### src/rtl/vdiv_pkg.sv
package vdiv_pkg;
  typedef enum logic [1:0] {
    MODE_SEARCH = 2'd0,
    MODE_NARROW = 2'd1,
    MODE_FIXED  = 2'd2
  } vmode_e;
endpackage

### src/rtl/vdiv_hl_cnt.sv
module vdiv_hl_cnt #(
  parameter int HL_W = 10
) (
  input  logic            clk_i,
  input  logic            rst_ni,
  input  logic            tick_i,
  input  logic            restart_i,
  output logic [HL_W-1:0] pos_o
);
  logic [HL_W-1:0] cnt_q;

  always_ff @(posedge clk_i or negedge rst_ni) begin
    if (!rst_ni)     cnt_q <= '0;
    else if (tick_i) cnt_q <= restart_i ? '0 : cnt_q + 1'b1;
  end

  // position of the half-line closing on this tick
  assign pos_o = cnt_q + 1'b1;

  assert_no_wrap_R2 : assert property (@(posedge clk_i) disable iff (!rst_ni)
    (tick_i && !restart_i) |-> (cnt_q != '1));
endmodule

### src/rtl/vdiv_window.sv
module vdiv_window
  import vdiv_pkg::*;
#(
  parameter int HL_W       = 10,
  parameter int HL_50      = 625,
  parameter int HL_60      = 525,
  parameter int SRCH_LO_L  = 244,
  parameter int SRCH_HI_L  = 361,
  parameter int STD50_LO_L = 311,
  parameter int STD50_HI_L = 314,
  parameter int STD60_LO_L = 261,
  parameter int STD60_HI_L = 264
) (
  input  logic [HL_W-1:0] pos_i,
  input  vmode_e          mode_i,
  input  logic            sel_60_i,
  output logic            in_search_o,
  output logic            in_narrow_o,
  output logic            at_norm_o,
  output logic            at_end_o,
  output logic            is_std_o,
  output logic [HL_W-2:0] lines_o
);
  localparam logic [HL_W-1:0] N50     = HL_W'(HL_50);
  localparam logic [HL_W-1:0] N60     = HL_W'(HL_60);
  localparam logic [HL_W-1:0] SRCH_LO = HL_W'(2 * SRCH_LO_L);
  localparam logic [HL_W-1:0] SRCH_HI = HL_W'(2 * SRCH_HI_L);
  localparam logic [HL_W-2:0] S50_LO  = (HL_W-1)'(STD50_LO_L);
  localparam logic [HL_W-2:0] S50_HI  = (HL_W-1)'(STD50_HI_L);
  localparam logic [HL_W-2:0] S60_LO  = (HL_W-1)'(STD60_LO_L);
  localparam logic [HL_W-2:0] S60_HI  = (HL_W-1)'(STD60_HI_L);

  logic [HL_W-1:0] norm;
  logic [HL_W-2:0] std_lo, std_hi;

  assign lines_o = pos_i[HL_W-1:1];

  always_comb begin
    norm        = sel_60_i ? N60 : N50;
    std_lo      = sel_60_i ? S60_LO : S50_LO;
    std_hi      = sel_60_i ? S60_HI : S50_HI;
    in_search_o = (pos_i >= SRCH_LO) && (pos_i <= SRCH_HI);
    in_narrow_o = (pos_i >= norm - 1'b1) && (pos_i <= norm + 1'b1);
    at_norm_o   = (pos_i == norm);
    is_std_o    = (lines_o >= std_lo) && (lines_o <= std_hi);
    // >= keeps the counter bounded if the norm changes mid-frame
    unique case (mode_i)
      MODE_SEARCH: at_end_o = (pos_i >= SRCH_HI);
      MODE_NARROW: at_end_o = (pos_i >= norm + 1'b1);
      MODE_FIXED:  at_end_o = (pos_i >= norm);
      default:     at_end_o = 1'b1;
    endcase
  end
endmodule

### src/rtl/vdiv_mode_fsm.sv
module vdiv_mode_fsm
  import vdiv_pkg::*;
#(
  parameter int HL_W          = 10,
  parameter int CNT_W         = 5,
  parameter int LOCK_N        = 16,
  parameter int NORM_N        = 15,
  parameter int MISS_NARROW_N = 6,
  parameter int MISS_FIXED_N  = 3,
  parameter int MISS_RELOCK_N = 3
) (
  input  logic            clk_i,
  input  logic            rst_ni,
  input  logic            tick_i,
  input  logic            vsync_i,
  input  logic            force_search_i,
  input  logic            in_search_i,
  input  logic            in_narrow_i,
  input  logic            at_norm_i,
  input  logic            at_end_i,
  input  logic            is_std_i,
  input  logic [HL_W-2:0] lines_i,
  output vmode_e          mode_o,
  output logic            restart_o,
  output logic            retrace_o,
  output logic [HL_W-2:0] line_cnt_o
);
  localparam logic [CNT_W-1:0] LOCK_LAST   = CNT_W'(LOCK_N - 1);
  localparam logic [CNT_W-1:0] NORM_LAST   = CNT_W'(NORM_N - 1);
  localparam logic [CNT_W-1:0] NARROW_LAST = CNT_W'(MISS_NARROW_N - 1);
  localparam logic [CNT_W-1:0] FIXED_LAST  = CNT_W'(MISS_FIXED_N - 1);
  localparam logic [CNT_W-1:0] RELOCK_LAST = CNT_W'(MISS_RELOCK_N - 1);

  vmode_e           mode_q, mode_d;
  logic             relock_q, relock_d;
  logic [CNT_W-1:0] good_q, miss_q, miss_lim;
  logic             sync_ok, accept, retr;
  logic             good_inc, good_clr, miss_inc, miss_clr;

  assign sync_ok  = tick_i & vsync_i;
  assign miss_lim = relock_q ? RELOCK_LAST : NARROW_LAST;

  always_comb begin
    accept   = 1'b0;
    retr     = 1'b0;
    good_inc = 1'b0;
    good_clr = 1'b0;
    miss_inc = 1'b0;
    miss_clr = 1'b0;
    mode_d   = mode_q;
    relock_d = relock_q;
    unique case (mode_q)
      MODE_SEARCH: begin
        accept = sync_ok & in_search_i;
        retr   = tick_i & (accept | at_end_i);
        if (retr) begin
          if (accept && in_narrow_i && is_std_i) good_inc = 1'b1;
          else                                   good_clr = 1'b1;
        end
        if (good_inc && good_q == LOCK_LAST) mode_d = MODE_NARROW;
      end
      MODE_NARROW: begin
        accept = sync_ok & in_narrow_i;
        retr   = tick_i & (accept | at_end_i);
        if (accept) begin
          miss_clr = 1'b1;
          if (at_norm_i) good_inc = 1'b1;
          else           good_clr = 1'b1;
          if (at_norm_i && good_q == NORM_LAST) begin
            mode_d   = MODE_FIXED;
            relock_d = 1'b0;
          end
        end else if (retr) begin
          miss_inc = 1'b1;
          good_clr = 1'b1;
          if (miss_q == miss_lim) begin
            mode_d   = MODE_SEARCH;
            relock_d = 1'b0;
          end
        end
      end
      MODE_FIXED: begin
        retr = tick_i & at_end_i;
        if (retr) begin
          if (sync_ok && at_norm_i) miss_clr = 1'b1;
          else                      miss_inc = 1'b1;
        end
        if (miss_inc && miss_q == FIXED_LAST) begin
          mode_d   = MODE_NARROW;
          relock_d = 1'b1;
        end
      end
      default: mode_d = MODE_SEARCH;
    endcase
    if (force_search_i) begin
      mode_d   = MODE_SEARCH;
      relock_d = 1'b0;
    end
  end

  always_ff @(posedge clk_i or negedge rst_ni) begin
    if (!rst_ni) begin
      mode_q     <= MODE_SEARCH;
      relock_q   <= 1'b0;
      good_q     <= '0;
      miss_q     <= '0;
      retrace_o  <= 1'b0;
      line_cnt_o <= '0;
    end else begin
      mode_q    <= mode_d;
      relock_q  <= relock_d;
      retrace_o <= retr;
      if (retr) line_cnt_o <= lines_i;
      if (mode_d != mode_q || force_search_i) begin
        good_q <= '0;
        miss_q <= '0;
      end else begin
        if (good_clr)      good_q <= '0;
        else if (good_inc) good_q <= good_q + 1'b1;
        if (miss_clr)      miss_q <= '0;
        else if (miss_inc) miss_q <= miss_q + 1'b1;
      end
    end
  end

  assign mode_o    = mode_q;
  assign restart_o = retr;

  assert_retrace_on_tick_R1 : assert property (@(posedge clk_i) disable iff (!rst_ni)
    retrace_o |-> $past(tick_i));
  assert_mode_quiet_R1 : assert property (@(posedge clk_i) disable iff (!rst_ni)
    (!tick_i && !force_search_i) |=> $stable(mode_q));
  assert_line_hold_R3 : assert property (@(posedge clk_i) disable iff (!rst_ni)
    !retrace_o |-> $stable(line_cnt_o));
  assert_search_no_skip_R4 : assert property (@(posedge clk_i) disable iff (!rst_ni)
    (mode_q == MODE_SEARCH) |=> (mode_q != MODE_FIXED));
  assert_fixed_to_narrow_R9 : assert property (@(posedge clk_i) disable iff (!rst_ni)
    (mode_q == MODE_FIXED && !force_search_i) |=> (mode_q != MODE_SEARCH));
  assert_force_search_R10 : assert property (@(posedge clk_i) disable iff (!rst_ni)
    force_search_i |=> (mode_q == MODE_SEARCH));
  assert_mode_legal_R11 : assert property (@(posedge clk_i) disable iff (!rst_ni)
    mode_q != 2'd3);
endmodule

### src/rtl/vdiv_ctrl.sv
module vdiv_ctrl
  import vdiv_pkg::*;
#(
  parameter int HL_50         = 625,
  parameter int HL_60         = 525,
  parameter int SRCH_LO_L     = 244,
  parameter int SRCH_HI_L     = 361,
  parameter int STD50_LO_L    = 311,
  parameter int STD50_HI_L    = 314,
  parameter int STD60_LO_L    = 261,
  parameter int STD60_HI_L    = 264,
  parameter int LOCK_N        = 16,
  parameter int NORM_N        = 15,
  parameter int MISS_NARROW_N = 6,
  parameter int MISS_FIXED_N  = 3,
  parameter int MISS_RELOCK_N = 3,
  localparam int SRCH_END = 2 * SRCH_HI_L,
  localparam int MAX_A    = (SRCH_END > HL_50 + 1) ? SRCH_END : HL_50 + 1,
  localparam int MAX_POS  = (MAX_A > HL_60 + 1) ? MAX_A : HL_60 + 1,
  localparam int HL_W     = $clog2(MAX_POS + 1),
  localparam int LN_W     = HL_W - 1
) (
  input  logic            clk_i,
  input  logic            rst_ni,
  input  logic            tick_i,
  input  logic            vsync_i,
  input  logic            sel_60_i,
  input  logic            force_search_i,
  output logic            retrace_o,
  output logic [1:0]      mode_o,
  output logic [LN_W-1:0] line_cnt_o
);
  localparam int MAX_C1  = (LOCK_N > NORM_N) ? LOCK_N : NORM_N;
  localparam int MAX_C2  = (MAX_C1 > MISS_NARROW_N) ? MAX_C1 : MISS_NARROW_N;
  localparam int MAX_C3  = (MAX_C2 > MISS_FIXED_N) ? MAX_C2 : MISS_FIXED_N;
  localparam int MAX_CNT = (MAX_C3 > MISS_RELOCK_N) ? MAX_C3 : MISS_RELOCK_N;
  localparam int CNT_W   = $clog2(MAX_CNT + 1);

  logic [HL_W-1:0] pos;
  logic [LN_W-1:0] lines;
  logic            restart;
  logic            in_search, in_narrow, at_norm, at_end, is_std;
  vmode_e          mode;

  vdiv_hl_cnt #(.HL_W(HL_W)) u_cnt (
    .clk_i     (clk_i),
    .rst_ni    (rst_ni),
    .tick_i    (tick_i),
    .restart_i (restart),
    .pos_o     (pos)
  );

  vdiv_window #(
    .HL_W(HL_W), .HL_50(HL_50), .HL_60(HL_60),
    .SRCH_LO_L(SRCH_LO_L), .SRCH_HI_L(SRCH_HI_L),
    .STD50_LO_L(STD50_LO_L), .STD50_HI_L(STD50_HI_L),
    .STD60_LO_L(STD60_LO_L), .STD60_HI_L(STD60_HI_L)
  ) u_win (
    .pos_i       (pos),
    .mode_i      (mode),
    .sel_60_i    (sel_60_i),
    .in_search_o (in_search),
    .in_narrow_o (in_narrow),
    .at_norm_o   (at_norm),
    .at_end_o    (at_end),
    .is_std_o    (is_std),
    .lines_o     (lines)
  );

  vdiv_mode_fsm #(
    .HL_W(HL_W), .CNT_W(CNT_W), .LOCK_N(LOCK_N), .NORM_N(NORM_N),
    .MISS_NARROW_N(MISS_NARROW_N), .MISS_FIXED_N(MISS_FIXED_N),
    .MISS_RELOCK_N(MISS_RELOCK_N)
  ) u_fsm (
    .clk_i          (clk_i),
    .rst_ni         (rst_ni),
    .tick_i         (tick_i),
    .vsync_i        (vsync_i),
    .force_search_i (force_search_i),
    .in_search_i    (in_search),
    .in_narrow_i    (in_narrow),
    .at_norm_i      (at_norm),
    .at_end_i       (at_end),
    .is_std_i       (is_std),
    .lines_i        (lines),
    .mode_o         (mode),
    .restart_o      (restart),
    .retrace_o      (retrace_o),
    .line_cnt_o     (line_cnt_o)
  );

  assign mode_o = mode;
endmodule

### config.mk
export PLATFORM = sky130hd
export DESIGN_NAME = vdiv_ctrl
export DESIGN_NICKNAME = d
export VERILOG_FILES = /design/src/rtl/vdiv_pkg.sv /design/src/rtl/vdiv_hl_cnt.sv /design/src/rtl/vdiv_window.sv /design/src/rtl/vdiv_mode_fsm.sv /design/src/rtl/vdiv_ctrl.sv
export SDC_FILE = /design/constraint.sdc
export NUM_CORES = 1
export LEC_CHECK = 0
export ABC_AREA = 1
export BUFFER_PORTS_ARGS = -buffer_cell sky130_fd_sc_hd__buf_2
export CAP_MARGIN = 25
export CORE_ASPECT_RATIO = 0.75
export CORE_MARGIN = 2
export CORE_UTILIZATION = 29
export CTS_BUF_LIST = sky130_fd_sc_hd__clkbuf_4
export CTS_CLUSTER_SIZE = 8
export DETAILED_ROUTE_END_ITERATION = 7
export MAX_ROUTING_LAYER = met4
export SLEW_MARGIN = 40
export SYNTH_ARGS = -nofsm -noshare
export SYNTH_HDL_FRONTEND = slang
export SYNTH_SLANG_ARGS = --single-unit
### constraint.sdc
create_clock -name clk_i -period 6.4 [get_ports clk_i]
set_clock_uncertainty 0.05 [all_clocks]
set_input_delay 1.92 -clock clk_i [delete_from_list [all_inputs] [get_ports clk_i]]
set_output_delay 1.92 -clock clk_i [all_outputs]
set_load 0.01 [all_outputs]
==> results.toml <==
[place]
place_congestion = 0.927
hpwl_um = 4640
numPortBuffers = 17

[power_and_ir_drop]
ir_worst_vdd_mv = 0.102
pwr-share-clk_pct = 21.2
p_sw_mw = 0.344
intPower_mw = 0.444
power_frac_seq_pct = 36.8
p_per_area_nw_per_um2 = 273
share_comb_of_total_power_pct = 42.0
swShare_pct = 43.7
leakage_nw = 1.39

[worst_setup_path]
critPathBufInv = 4
reg2reg_depth = 21
critPathCaptureType = "register"
worstPathMaxFanout = 6
start_kind = "primary input"
crit_chain = "buf_2 > inv_1 > ha_1 > inv_1 > nor2_1 > inv_1 > nor2_1 > nand3_1 > nor2_1 > nand4_1 > or2_1 > nand3_2 > nand2_1 > nand3_2 > nor2_1 > nor2_2 > nand3_2 > nor2_1"
path_class = "in2reg"
cpPeakStageDelay_ns = 0.31
cpMaxStageDelayCell = "ha_1"
reg2reg_to = "u_fsm.good_q[0]"
cp_data_arrival_time_ns = 4.34
r2r-start = "u_cnt.cnt_q[0]"
cp_common_cell = "nor2_1"
path_delay_family = "simple AND/OR/NAND/NOR gates"
required_ns = 6.63
r2r_slack_ns = 2.81

[timing]
max-slew-margin-rel_pct = 69.7
final-hold-violation-count = 0
drv_slew = 0
rsz0062_at_grt = "false"
period_needed_ns = 4.10
setup-tns-final_ns = 0
finalSetupViolations = 0
clock.fmax_mhz = 244
timing.hold.ws_ns = 0.450
period_share_pct = 64.1
worst_slew_pin_slew_ns = 0.454

[min_path]
hp-start = "u_fsm.line_cnt_o[5]"
hold_path_class = "reg2reg"
hold_path_depth = 2
hold_end = "u_fsm.line_cnt_o[5]"

[floorplan]
rows = 29
core_area_um2 = 8600
die-height_um = 86.3
die_w_um = 114
start_util_pct = 30.4
io_pins = 18
die_area_um2 = 9810

[global_route]
antenna_found_initial = 0
grt_max_degree = 34
grt_pass1_vias = 2250
grt_pass1_wl_um = 10600
grtUsageTotal_pct = 13.8
overflow = 0

[clocking]
cts_htree_levels = 2
clk_path_buf_depth = 2
numCtsBuffers = 5
worstSkewPairLatency_ns = 0.35
postCtsHoldBufs = 0
clk_pin_slew_worst_paths_ns = 0.12
postCtsSetupBuffers = 0
root_buffer = "clkbuf_4"
clock_sinks = 33
cts_tree = "yes"
cts-resized-gates = 0

[finish]
final.fill_count = 907
nets = 415
synthToLayoutAreaGrowth_pct = 10.3
drive_above_1_share_pct = 13.4
diodes = 0

[yosys]
netlist_instances = 370
yosysWarnings = 0
ys_types = 37
yosysTopAreaCell = "dfrtp_1"
ys_ff_latch = 33
async_flop_share_pct = 100
synth_edf_count = 0
synth_nets = 397
syn_avg_cell_area_um2 = 7.07
yosys.cell_count.top_type = "nand2_1"
synthTopCellsByArea = "dfrtp_1, nand2_1, ha_1"
synth_top_area_share_pct = 31.6
yosys-top-cells-count = "nand2_1, inv_1, nor2_1"
ys.flop_type = "dfrtp_1"
synth.cell_area_um2 = 2620
ys_seq_area_share_pct = 31.6

[route]
vias = 2368
firstDrtPassIters = 4
drtAntennaViolNets = 0
drt_wl_total_um = 6050
wl_per_cell_um = 12.2
drt_iter0_markers = 153
routed_via_density = 4.76
drc = 0

[job]
maxCapViolCount = 0

[outcome]
outcome = "finished, final reports clean"
flip-flops by register name, summed over array words and instances, names as in the netlist:
name              cells
u_fsm.relock_q        1
u_fsm.retrace_o       1
u_cnt.cnt_q          10
u_fsm.good_q          5
u_fsm.mode_o          2
u_fsm.miss_q          5
u_fsm.line_cnt_o      9
worst min-delay path, delay by kind of cell (launching register included):
family          cells  cell delay (ns)
simple gates        1             0.05
compound gates      1             0.06
flops               1             0.36
stage by stage:
| step | setup WS [ns] | std cells | total power [mW] | util [%] | area [um^2] |
|---|---|---|---|---|---|
| 5_1_grt | 1.97 | 497 | 0.862 | 33.6 | 2890 |
| 4_1_cts | 2.31 | 497 | 0.796 | 33.5 | 2880 |
| 3_3_place_gp | 1.94 | 489 | 0.619 | 32.6 | 2800 |
| 3_5_place_dp | 1.95 | 489 | 0.622 | 32.6 | 2800 |
| 2_1_floorplan | 2.45 | 370 | 0.525 | - | 2620 |
| 6_report | 2.30 | 497 | 0.787 | 33.6 | 2890 |
area by class of cell:
type | count | area [um^2] | share of cell area (%)
clock buffers | 5 | 37.5 | 1.30
clock inverters | 3 | 46.3 | 1.60
inverters | 53 | 201 | 6.98
multi-input cells | 278 | 1550 | 53.8
flip-flops and latches | 33 | 826 | 28.6
well taps | 108 | 135 | 4.68
repair buffers | 17 | 87.6 | 3.03
how the worst max path moves through the flow:
stage / from / to / slack [ns] / depth (start not counted)
floorplan: sel_60_i / u_cnt.cnt_q[8] / 2.45 / 20
global placement: sel_60_i / u_fsm.good_q[0] / 1.94 / 18
detailed placement: sel_60_i / u_fsm.good_q[0] / 1.95 / 18
CTS: sel_60_i / u_fsm.good_q[0] / 2.31 / 18
global route: sel_60_i / u_fsm.miss_q[0] / 1.97 / 18
finish: sel_60_i / u_fsm.good_q[0] / 2.30 / 18
power by group through the flow:
stage | clock (mW) | combinational (mW) | sequential [mW]
global placement | 0 | 0.326 | 0.293
detailed placement | 0 | 0.328 | 0.294
floorplan | 0 | 0.227 | 0.299
finish | 0.167 | 0.331 | 0.290
CTS | 0.177 | 0.330 | 0.289
global route | 0.185 | 0.380 | 0.297
layout by cell type, fill, tap and decap left out, types with 2 or more instances in the layout:
master	instances
xor2_1	10
a21oi_1	8
nand3_1	35
inv_2	7
nand2_1	91
clkbuf_4	5
nand3_2	7
nand4_1	12
inv_1	44
nor3_1	2
nor2_4	2
buf_2	16
dfrtp_1	33
o21ai_1	13
nor2_1	41
o21ai_0	18
ha_1	21
nand2_2	4
metal layers:
metal	vias to the layer above	wire length (um)	track usage, %
met1	1072	3080	19.4
met2	62	2490	20.3
met3	6	431	3.15
met4	0	47	2.77
met5	-	0	-
li1	1228	-	-
kinds of logic (layout without fill, tap and decap cells):
group	after synthesis	after routing	synth area share, %
buffers and inverters	59	78	9.09
adder cells (fa/ha/maj)	21	21	10.0
XOR/XNOR	11	11	3.97
flip-flops	33	33	31.6
AO/OA/AOI/OAI	46	46	9.80
AND/OR/NAND/NOR	200	200	35.5
Note: power is estimated with default switching activity, not from simulation.
